`config.mk`:
```
export PLATFORM = sky130hd
export DESIGN_NAME = split_read_merger
export DESIGN_NICKNAME = d
export VERILOG_FILES = /design/src/rtl/srm_pkg.sv /design/src/rtl/srm_merge.sv /design/src/rtl/srm_ctrl.sv /design/src/rtl/split_read_merger.sv
export SDC_FILE = /design/constraint.sdc
export NUM_CORES = 1
export LEC_CHECK = 0
export BUFFER_PORTS_ARGS = -buffer_cell sky130_fd_sc_hd__buf_2
export CORE_MARGIN = 2
export CORE_UTILIZATION = 57
export CTS_CLUSTER_SIZE = 30
export DETAILED_ROUTE_END_ITERATION = 7
export GPL_ROUTABILITY_DRIVEN = 0
export PLACE_DENSITY = 0.89
export SYNTH_ARGS = -nofsm -noshare
export SYNTH_HDL_FRONTEND = slang
export SYNTH_SLANG_ARGS = --single-unit
export TNS_END_PERCENT = 10
```
`constraint.sdc`:
```
create_clock -name clk -period 2.2 [get_ports clk]
set_clock_uncertainty 0.2 [all_clocks]
set_input_delay 0.11 -clock clk [delete_from_list [all_inputs] [get_ports clk]]
set_output_delay 0.11 -clock clk [all_outputs]
set_load 0.02 [all_outputs]
```
`src/rtl/srm_pkg.sv`:
```
package srm_pkg;
  typedef enum logic [1:0] {
    ST_IDLE   = 2'd0,
    ST_ISSUE  = 2'd1,
    ST_SECOND = 2'd2,
    ST_LAST   = 2'd3
  } srm_state_e;
endpackage

```
`src/rtl/srm_merge.sv`:
```
module srm_merge #(
  parameter int BANKS  = 8,
  parameter int BYTE_W = 8
) (
  input  logic [BANKS*BYTE_W-1:0]   lo_word,
  input  logic [BANKS*BYTE_W-1:0]   hi_word,
  input  logic [$clog2(BANKS)-1:0]  ofs,
  output logic [BANKS*BYTE_W-1:0]   merged
);
  localparam int WORD_W = BANKS * BYTE_W;

  logic [2*WORD_W-1:0] pair;
  logic [WORD_W-1:0]   cand [BANKS];

  assign pair = {hi_word, lo_word};

  // one candidate window per byte offset
  for (genvar k = 0; k < BANKS; k++) begin : g_win
    assign cand[k] = pair[k*BYTE_W +: WORD_W];
  end

  assign merged = cand[ofs];

  // the low byte of the result is the start byte inside the first word
  always_comb begin
    a_r4_low_byte: assert (merged[BYTE_W-1:0] == lo_word[ofs*BYTE_W +: BYTE_W]);
  end
endmodule

```
`src/rtl/srm_ctrl.sv`:
```
module srm_ctrl
  import srm_pkg::*;
#(
  parameter int ADDR_W = 12,
  parameter int BANKS  = 8,
  parameter int BYTE_W = 8
) (
  input  logic                              clk,
  input  logic                              rst,
  input  logic                              req_valid,
  output logic                              req_ready,
  input  logic [ADDR_W-1:0]                 req_addr,
  output logic                              mem_rd_en,
  output logic [ADDR_W-$clog2(BANKS)-1:0]   mem_rd_addr,
  input  logic [BANKS*BYTE_W-1:0]           mem_rd_data,
  output logic [BANKS*BYTE_W-1:0]           mrg_lo,
  output logic [BANKS*BYTE_W-1:0]           mrg_hi,
  output logic [$clog2(BANKS)-1:0]          mrg_ofs,
  input  logic [BANKS*BYTE_W-1:0]           mrg_word,
  output logic                              rsp_valid,
  output logic [BANKS*BYTE_W-1:0]           rsp_data,
  output logic                              rsp_split
);
  localparam int WORD_W = BANKS * BYTE_W;
  localparam int OFS_W  = $clog2(BANKS);
  localparam int WA_W   = ADDR_W - OFS_W;
  localparam logic [WA_W-1:0]  WA_ONE   = WA_W'(1);
  localparam logic [OFS_W-1:0] OFS_ZERO = '0;

  srm_state_e        state;
  logic [OFS_W-1:0]  ofs_q;
  logic [WORD_W-1:0] word0_q;
  logic              split;
  logic              accept;

  assign split     = (ofs_q != OFS_ZERO);
  assign req_ready = (state == ST_IDLE);
  assign accept    = req_valid && req_ready;

  assign mrg_lo  = split ? word0_q : mem_rd_data;
  assign mrg_hi  = mem_rd_data;
  assign mrg_ofs = ofs_q;

  always_ff @(posedge clk) begin
    if (rst) begin
      state       <= ST_IDLE;
      ofs_q       <= '0;
      word0_q     <= '0;
      mem_rd_en   <= 1'b0;
      mem_rd_addr <= '0;
      rsp_valid   <= 1'b0;
      rsp_data    <= '0;
      rsp_split   <= 1'b0;
    end else begin
      rsp_valid <= 1'b0;
      case (state)
        ST_IDLE: begin
          if (accept) begin
            ofs_q       <= req_addr[OFS_W-1:0];
            mem_rd_addr <= req_addr[ADDR_W-1:OFS_W];
            mem_rd_en   <= 1'b1;
            state       <= ST_ISSUE;
          end
        end
        ST_ISSUE: begin
          if (split) begin
            mem_rd_addr <= mem_rd_addr + WA_ONE;
            state       <= ST_SECOND;
          end else begin
            mem_rd_en <= 1'b0;
            state     <= ST_LAST;
          end
        end
        ST_SECOND: begin
          word0_q   <= mem_rd_data;
          mem_rd_en <= 1'b0;
          state     <= ST_LAST;
        end
        ST_LAST: begin
          rsp_valid <= 1'b1;
          rsp_data  <= mrg_word;
          rsp_split <= split;
          state     <= ST_IDLE;
        end
        default: state <= ST_IDLE;
      endcase
    end
  end

  // first access targets the row of the start byte
  a_r2_first_row: assert property (@(posedge clk) disable iff (rst)
    accept |=> (mem_rd_en && mem_rd_addr == $past(req_addr[ADDR_W-1:OFS_W])));

  // aligned request, single access, response two cycles after it
  a_r1_aligned_single: assert property (@(posedge clk) disable iff (rst)
    (accept && req_addr[OFS_W-1:0] == OFS_ZERO)
      |=> mem_rd_en ##1 !mem_rd_en ##1 rsp_valid);

  // misaligned request, two back-to-back accesses, one cycle later
  a_r3_two_access: assert property (@(posedge clk) disable iff (rst)
    (accept && req_addr[OFS_W-1:0] != OFS_ZERO)
      |=> mem_rd_en ##1 mem_rd_en ##1 !mem_rd_en ##1 rsp_valid);

  // second row is the next one, wrapping at the top
  a_r3_next_row: assert property (@(posedge clk) disable iff (rst)
    (mem_rd_en && $past(mem_rd_en)) |-> (mem_rd_addr == $past(mem_rd_addr) + WA_ONE));

  // response strobe lasts one cycle
  a_r7_rsp_pulse: assert property (@(posedge clk) disable iff (rst)
    rsp_valid |=> !rsp_valid);

  // a response always follows a busy cycle
  a_r6_busy_before_rsp: assert property (@(posedge clk) disable iff (rst)
    rsp_valid |-> $past(!req_ready));

  // reset clears outputs
  a_r9_reset_clears: assert property (@(posedge clk)
    rst |=> (!rsp_valid && !mem_rd_en && req_ready && !rsp_split));
endmodule

```
`src/rtl/split_read_merger.sv`:
```
module split_read_merger #(
  parameter int ADDR_W = 12,
  parameter int BANKS  = 8,
  parameter int BYTE_W = 8
) (
  input  logic                             clk,
  input  logic                             rst,
  input  logic                             req_valid,
  output logic                             req_ready,
  input  logic [ADDR_W-1:0]                req_addr,
  output logic                             rsp_valid,
  output logic [BANKS*BYTE_W-1:0]          rsp_data,
  output logic                             rsp_split,
  output logic                             mem_rd_en,
  output logic [ADDR_W-$clog2(BANKS)-1:0]  mem_rd_addr,
  input  logic [BANKS*BYTE_W-1:0]          mem_rd_data
);
  localparam int WORD_W = BANKS * BYTE_W;
  localparam int OFS_W  = $clog2(BANKS);

  logic [WORD_W-1:0] lo_w;
  logic [WORD_W-1:0] hi_w;
  logic [WORD_W-1:0] merged_w;
  logic [OFS_W-1:0]  ofs_w;

  srm_ctrl #(
    .ADDR_W (ADDR_W),
    .BANKS  (BANKS),
    .BYTE_W (BYTE_W)
  ) u_ctrl (
    .clk         (clk),
    .rst         (rst),
    .req_valid   (req_valid),
    .req_ready   (req_ready),
    .req_addr    (req_addr),
    .mem_rd_en   (mem_rd_en),
    .mem_rd_addr (mem_rd_addr),
    .mem_rd_data (mem_rd_data),
    .mrg_lo      (lo_w),
    .mrg_hi      (hi_w),
    .mrg_ofs     (ofs_w),
    .mrg_word    (merged_w),
    .rsp_valid   (rsp_valid),
    .rsp_data    (rsp_data),
    .rsp_split   (rsp_split)
  );

  srm_merge #(
    .BANKS  (BANKS),
    .BYTE_W (BYTE_W)
  ) u_merge (
    .lo_word (lo_w),
    .hi_word (hi_w),
    .ofs     (ofs_w),
    .merged  (merged_w)
  );
endmodule

```
Word-level counts from Yosys, hierarchy flattened
Index checks and enable logic that the tools add are counted.
{"block": "totals", "register_bits": 145, "out_inout_bits": 77, "word_cells": 39, "inputBits": 79}
{"block": "op_classes", "n_eq_ne": 6, "n_addsub": 1, "n_reduce_logical": 8, "n_lt_le_gt_ge": 1, "n_mux": 14, "bitwise": 1}
{"operator": "$bmux 64 s3", "count": 1}
{"operator": "$mux 64", "count": 3}
{"operator": "$mux 9", "count": 2}
{"operator": "$pmux 9 s2", "count": 1}
{"operator": "$add 9x1->9 const B", "count": 1}
{"operator": "$pmux 2 s4", "count": 1}
{"operator": "$reduce_and 3->1", "count": 2}
{"operator": "$reduce_bool 3->1", "count": 2}
{"operator": "$eq 2x2->1 const B", "count": 2}
{"operator": "$ge 4x4->1 const B", "count": 1}
{"operator": "$mux 1", "count": 4}
{"operator": "$ne 2x2->1 const B", "count": 2}
{"operator": "$not 3->4", "count": 1}
{"operator": "$pmux 1 s3", "count": 1}
{"operator": "$eq 2x1->1 const B", "count": 1}
{"operator": "$logic_not 2->1", "count": 1}
{"operator": "$mux 2", "count": 1}
{"operator": "$ne 2x1->1 const B", "count": 1}
{"operator": "$reduce_and 2->1", "count": 1}
{"operator": "$reduce_bool 2->1", "count": 1}
{"operator": "$logic_and 1x1->1", "count": 1}

Longest topological paths before layout
{"block": "depth", "depth_word": 5, "mapped_depth": 8, "mapped_depth_nobuf": 6}

Hierarchy
A second synthesis with hierarchy kept.
{"block": "hier_totals", "hier_cells": 976, "hier_area_um2": 9535.4}
{"module": "srm_ctrl", "seq_area_each_um2": 2902.8, "n_inst": 1, "area_per_inst_um2": 6651.4, "cells_per_inst": 660}
{"module": "srm_merge", "seq_area_each_um2": 0.0, "n_inst": 1, "area_per_inst_um2": 2884.0, "cells_per_inst": 316}

Worst setup path after synthesis
OpenSTA, ideal clock, no wires.
{"block": "synth_timing", "path_type": "register -> register", "start": "reg u_ctrl.state[0]", "end": "reg u_ctrl.mem_rd_addr[0]", "synth_period_minus_slack_ns": 1.931, "setup_slack_ns": 0.269, "t_arrival_ns": 1.636, "stages_incl_launch_ff": 7, "required_time_ns": 1.905, "setup_time_ns": 0.095, "path_buffers": 1, "cell_sequence": "dfxtp_1 > inv_1 > ha_1 > nor2b_1 > a211oi_2 > buf_6 > a221oi_1"}
{"block": "synth_between", "elab_chain_len": 4, "word_cells_on_any_way": 8, "classes_between": "3 x eq/ne; 1 x mux; 4 x reduce/logical"}
{"element": "from (decl)", "line_no": "srm_ctrl.sv:30", "rtl": "srm_state_e state;"}
{"element": "from (signal assigned)", "line_no": "srm_ctrl.sv:46", "rtl": "state <= ST_IDLE;"}
{"element": "from (signal assigned)", "line_no": "srm_ctrl.sv:62", "rtl": "state <= ST_ISSUE;"}
{"element": "from (signal assigned)", "line_no": "srm_ctrl.sv:68", "rtl": "state <= ST_SECOND;"}
{"element": "$logic_not 2->1 (*)", "line_no": "srm_ctrl.sv:37", "rtl": "assign req_ready = (state == ST_IDLE);"}
{"element": "named net req_ready", "line_no": "split_read_merger.sv:9", "rtl": "output logic req_ready,"}
{"element": "$logic_and 1x1->1", "line_no": "srm_ctrl.sv:38", "rtl": "assign accept = req_valid && req_ready;"}
{"element": "$ne 2x2->1 (no source line)"}
{"element": "$reduce_and 3->1 (no source line)"}
{"element": "to (signal assigned)", "line_no": "srm_ctrl.sv:60", "rtl": "mem_rd_addr <= req_addr[ADDR_W-1:OFS_W];"}
{"element": "to (signal assigned)", "line_no": "srm_ctrl.sv:67", "rtl": "mem_rd_addr <= mem_rd_addr + WA_ONE;"}
{"element": "to (decl)", "line_no": "srm_ctrl.sv:14", "rtl": "output logic [ADDR_W-$clog2(BANKS)-1:0] mem_rd_addr,"}
Mark *: on every way through the listed nets, which the timed path passes. The rest lies on a longest branch.
A chain may end at the register's enable or synchronous reset.

Worst setup path after layout
{"block": "layout_timing", "start": "reg u_ctrl.ofs_q[2] (netlist: u_ctrl.mrg_ofs[2])", "end": "reg u_ctrl.rsp_data[31]"}
{"block": "layout_between", "elab_chain_len": 5, "word_cells_on_any_way": 6, "classes_between": "4 x mux; 1 x bitwise; 1 x reduce/logical"}
{"element": "from (decl)", "line_no": "srm_ctrl.sv:31", "rtl": "logic [OFS_W-1:0] ofs_q;"}
{"element": "from (signal assigned)", "line_no": "srm_ctrl.sv:59", "rtl": "ofs_q <= req_addr[OFS_W-1:0];"}
{"element": "$reduce_bool 3->1", "line_no": "srm_ctrl.sv:36", "rtl": "assign split = (ofs_q != OFS_ZERO);"}
{"element": "$mux 64", "line_no": "srm_ctrl.sv:40", "rtl": "assign mrg_lo = split ? word0_q : mem_rd_data;"}
{"element": "$bmux 64 s3 (*)", "line_no": "srm_merge.sv:22", "rtl": "assign merged = cand[ofs];"}
{"element": "$mux 64 (not written as such) (*) (2 in series)", "line_no": "srm_merge.sv:22"}
{"element": "to (signal assigned)", "line_no": "srm_ctrl.sv:81", "rtl": "rsp_data <= mrg_word;"}
{"element": "to (decl)", "line_no": "srm_ctrl.sv:21", "rtl": "output logic [BANKS*BYTE_W-1:0] rsp_data,"}
Mark *: on every way between the ends. The rest lies on a longest branch, timed or not. The select of a mux whose other input is x is not followed.

==> metrics.cfg <==
[status]
status = finished, final reports clean

[die]
die-area_mm2 = 0.0164
ios = 156
rows = 45
start_util = 0.580
die_w_um = 128
core_mm2 = 0.0151
chipHeight_um = 128

[clock_tree]
cts-root-buf = clkbuf_16
clk_pin_slew_ns = 0.06
cts_max_level = 4
clock_latency_ns = 0.44
numCtsBuffers = 17
cts.sinks = 137
clock_path_buffers = 2
cts_tree = built

[global_routing]
grt_pass1_wl_um = 45700
grt.overflow.total = 0
grt_max_degree = 81
track_usage = 0.355
grt_pass1_vias = 8652
antenna_found_initial = 0

[synthesis]
ys_async_sr_fraction = 0
ys_ff_latch = 137
ys.flop_type = dfxtp_1
syn_nets = 1024
avgSynthCellArea_um2 = 9.33
netlist_instances = 939
ys_warn_count = 0
synth_enable_flop_cells = 0
syn_area_mm2 = 0.00876
ys_seq_area_frac = 0.313
yosysUniqueCellTypes = 65

[critical_path]
critPathLaunch = u_ctrl.mrg_ofs[2]
worstPathRequired_ns = 2.28
reg2reg_from = u_ctrl.mrg_ofs[2]
path_class = flop to flop
cp_max_fo = 27
worstPathArrival_ns = 2.24
crit_path_end_kind = flop
path_cells = buf_12 -> nand2b_1 -> buf_4 -> nor2_1 -> a2111oi_1
critPathMaxStageDelay_ns = 0.51
cp_slowest_cell = a2111oi_1
crit_family = compound AO/OA/AOI/OAI gates
worstSetupStartpointType = flop
crit_buf_inv = 2

[layout]
antenna_cells = 0
layout_common_cells = buf_2 (154), dfxtp_1 (133), nor2_1 (123), mux2i_1 (115), dlygate4sd3_1 (78)
layout-drive-gt1-share = 0.282
nFillCells = 963
final_common_cell = buf_2
nets = 1244
finish.utilization = 0.741
area_growth_pct = 27.6

[sta]
setup_violations = 0
timing.setup.tns_ns = 0
period_needed_ns = 2.16
finalHoldViolCount = 0
fin_ws_ns = 0.0385
tightest_slew_ns = 0.565
drv_slew = 0
min_period_over_period = 0.983
rsz0062_at_grt = no
slew_headroom = 0.623
clock.fmax_ghz = 0.463

[detailed_routing]
drt-pass1-iter-count = 6
postRouteWirelength_um = 29300
num_vias = 9113
wl_per_cell_um = 21.6
antenna_left = 0
drtIter0Drc = 1383
vias_per_cell = 6.70
drc = 0

[min_path]
hold_path.class = input port to flop
hp-start = mem_rd_data[2]

[pwr]
power.leakage_nw = 4.33
ir_drop_v = 0.000662
powerDensity_mw_per_mm2 = 1040

[placed_design]
post-place-ws_ns = 0.145
io_buffers = 155
dp_hpwl_um = 19200

[job]
maxCapViolations = 0

-- layer usage --
metal	share of wire	vias to the layer above	global-route usage
li1	-	3952	-
met1	0.37	4220	0.453
met2	0.45	774	0.549
met3	0.12	167	0.0780
met4	0.059	0	0.221
met5	0	-	0
-- final timing paths --
path	to	slack, ns	cells past startpoint
worst max-delay path	u_ctrl.rsp_data[31]	0.04	5
worst min-delay path	u_ctrl.rsp_data[2]	0.03	5
worst max register to register	u_ctrl.rsp_data[31]	0.04	5
worst min register to register	u_ctrl.rsp_data[34]	0.26	2
-- registers in the layout, indices dropped and copies added (netlist names) --
| signal | flops |
|---|---|
| u_ctrl.rsp_data | 64 |
| u_ctrl.word0_q | 56 |
| u_ctrl.mem_rd_addr | 9 |
| u_ctrl.mrg_ofs | 3 |
| u_ctrl.state | 2 |
| u_ctrl.mem_rd_en | 1 |
| u_ctrl.rsp_split | 1 |
| u_ctrl.rsp_valid | 1 |
-- area by class of cell --
type / count / area, µm² / share of cell area
Sequential cell: 137 / 2760 / 0.246
Multi-Input combinational cell: 702 / 5440 / 0.487
Clock inverter: 10 / 114 / 0.0102
Clock buffer: 22 / 495 / 0.0443
Timing Repair Buffer: 286 / 2080 / 0.186
Tap cell: 188 / 235 / 0.0210
Inverter: 15 / 56.3 / 0.00504
-- cells by family after synthesis --
kind of cell    share of synthesized area
fa+ha+maj                         0.00857
flops                               0.313
simple gates                        0.147
mux                                 0.293
compound gates                      0.171
buf+inv                            0.0680
-- worst register-to-register path, cell delays in order (launching register included) --
cell and delay [ns]:
dfxtp_4 0.39, buf_12 0.18, nand2b_1 0.41, buf_4 0.26
nor2_1 0.06, a2111oi_1 0.51
-- metrics by stage --
step / instance area (µm²) / hold WS, ns / power [mW] / cells
after detailed placement: 9780 / 0.167 / 8.30 / 1250
after global placement: 9780 / 0.160 / 8.14 / 1250
after global routing: 11200 / 0.0794 / 12.1 / 1360
after floorplan: 8760 / 0.0569 / 6.92 / 939
final: 11200 / 0.0261 / 11.6 / 1360
after CTS: 11200 / 0.0154 / 11.4 / 1360
-- cell usage after synthesis (3+ instances only) --
master	number	area [µm²]
a211o_1	4	35.0
buf_6	13	146
a32o_1	7	70.1
o41ai_1	4	35.0
a221oi_1	5	43.8
mux4_2	39	878
nand2b_1	15	93.8
o31ai_1	11	82.6
nand4_1	4	25.0
or3_1	3	18.8
o211ai_1	4	30.0
inv_1	12	45.0
o21ai_0	29	145
o2bb2ai_1	3	26.3
o32ai_1	3	26.3
a2111oi_0	5	43.8
ha_1	6	75.1
nor3_1	28	140
nand3b_1	4	30.0
a21oi_1	52	260
buf_2	22	110
mux2_2	22	248
o22ai_1	20	125
buf_1	4	15.0
nor2_1	124	465
nand2_1	71	267
mux4_1	4	105
a31oi_1	7	43.8
o221ai_1	10	87.6
clkbuf_1	26	97.6
mux2_4	12	180
o211ai_2	3	37.5
nand3_1	10	50.1
nor2b_1	17	106
dfxtp_1	137	2740
and2_1	3	18.8
a22oi_1	3	22.5
buf_4	17	128
mux2i_1	115	1150
a211oi_1	28	210
-- repair_timing --
item                                    in CTS  in global routing
hold endpoints to repair                    79                  0
resized for setup                            0                  4
endpoints found under the setup margin       0                  6
setup buffers                                0                  0
hold buffers                                78                  0
-- power breakdown --
part / leakage, nW / internal [mW] / switching [mW]
combinational: 2.92 / 2.23 / 2.84
sequential: 1.11 / 2.98 / 0.558
clock: 0.298 / 1.82 / 1.14
total: 4.33 / 7.04 / 4.54
Power figures use the tool's default switching activity.
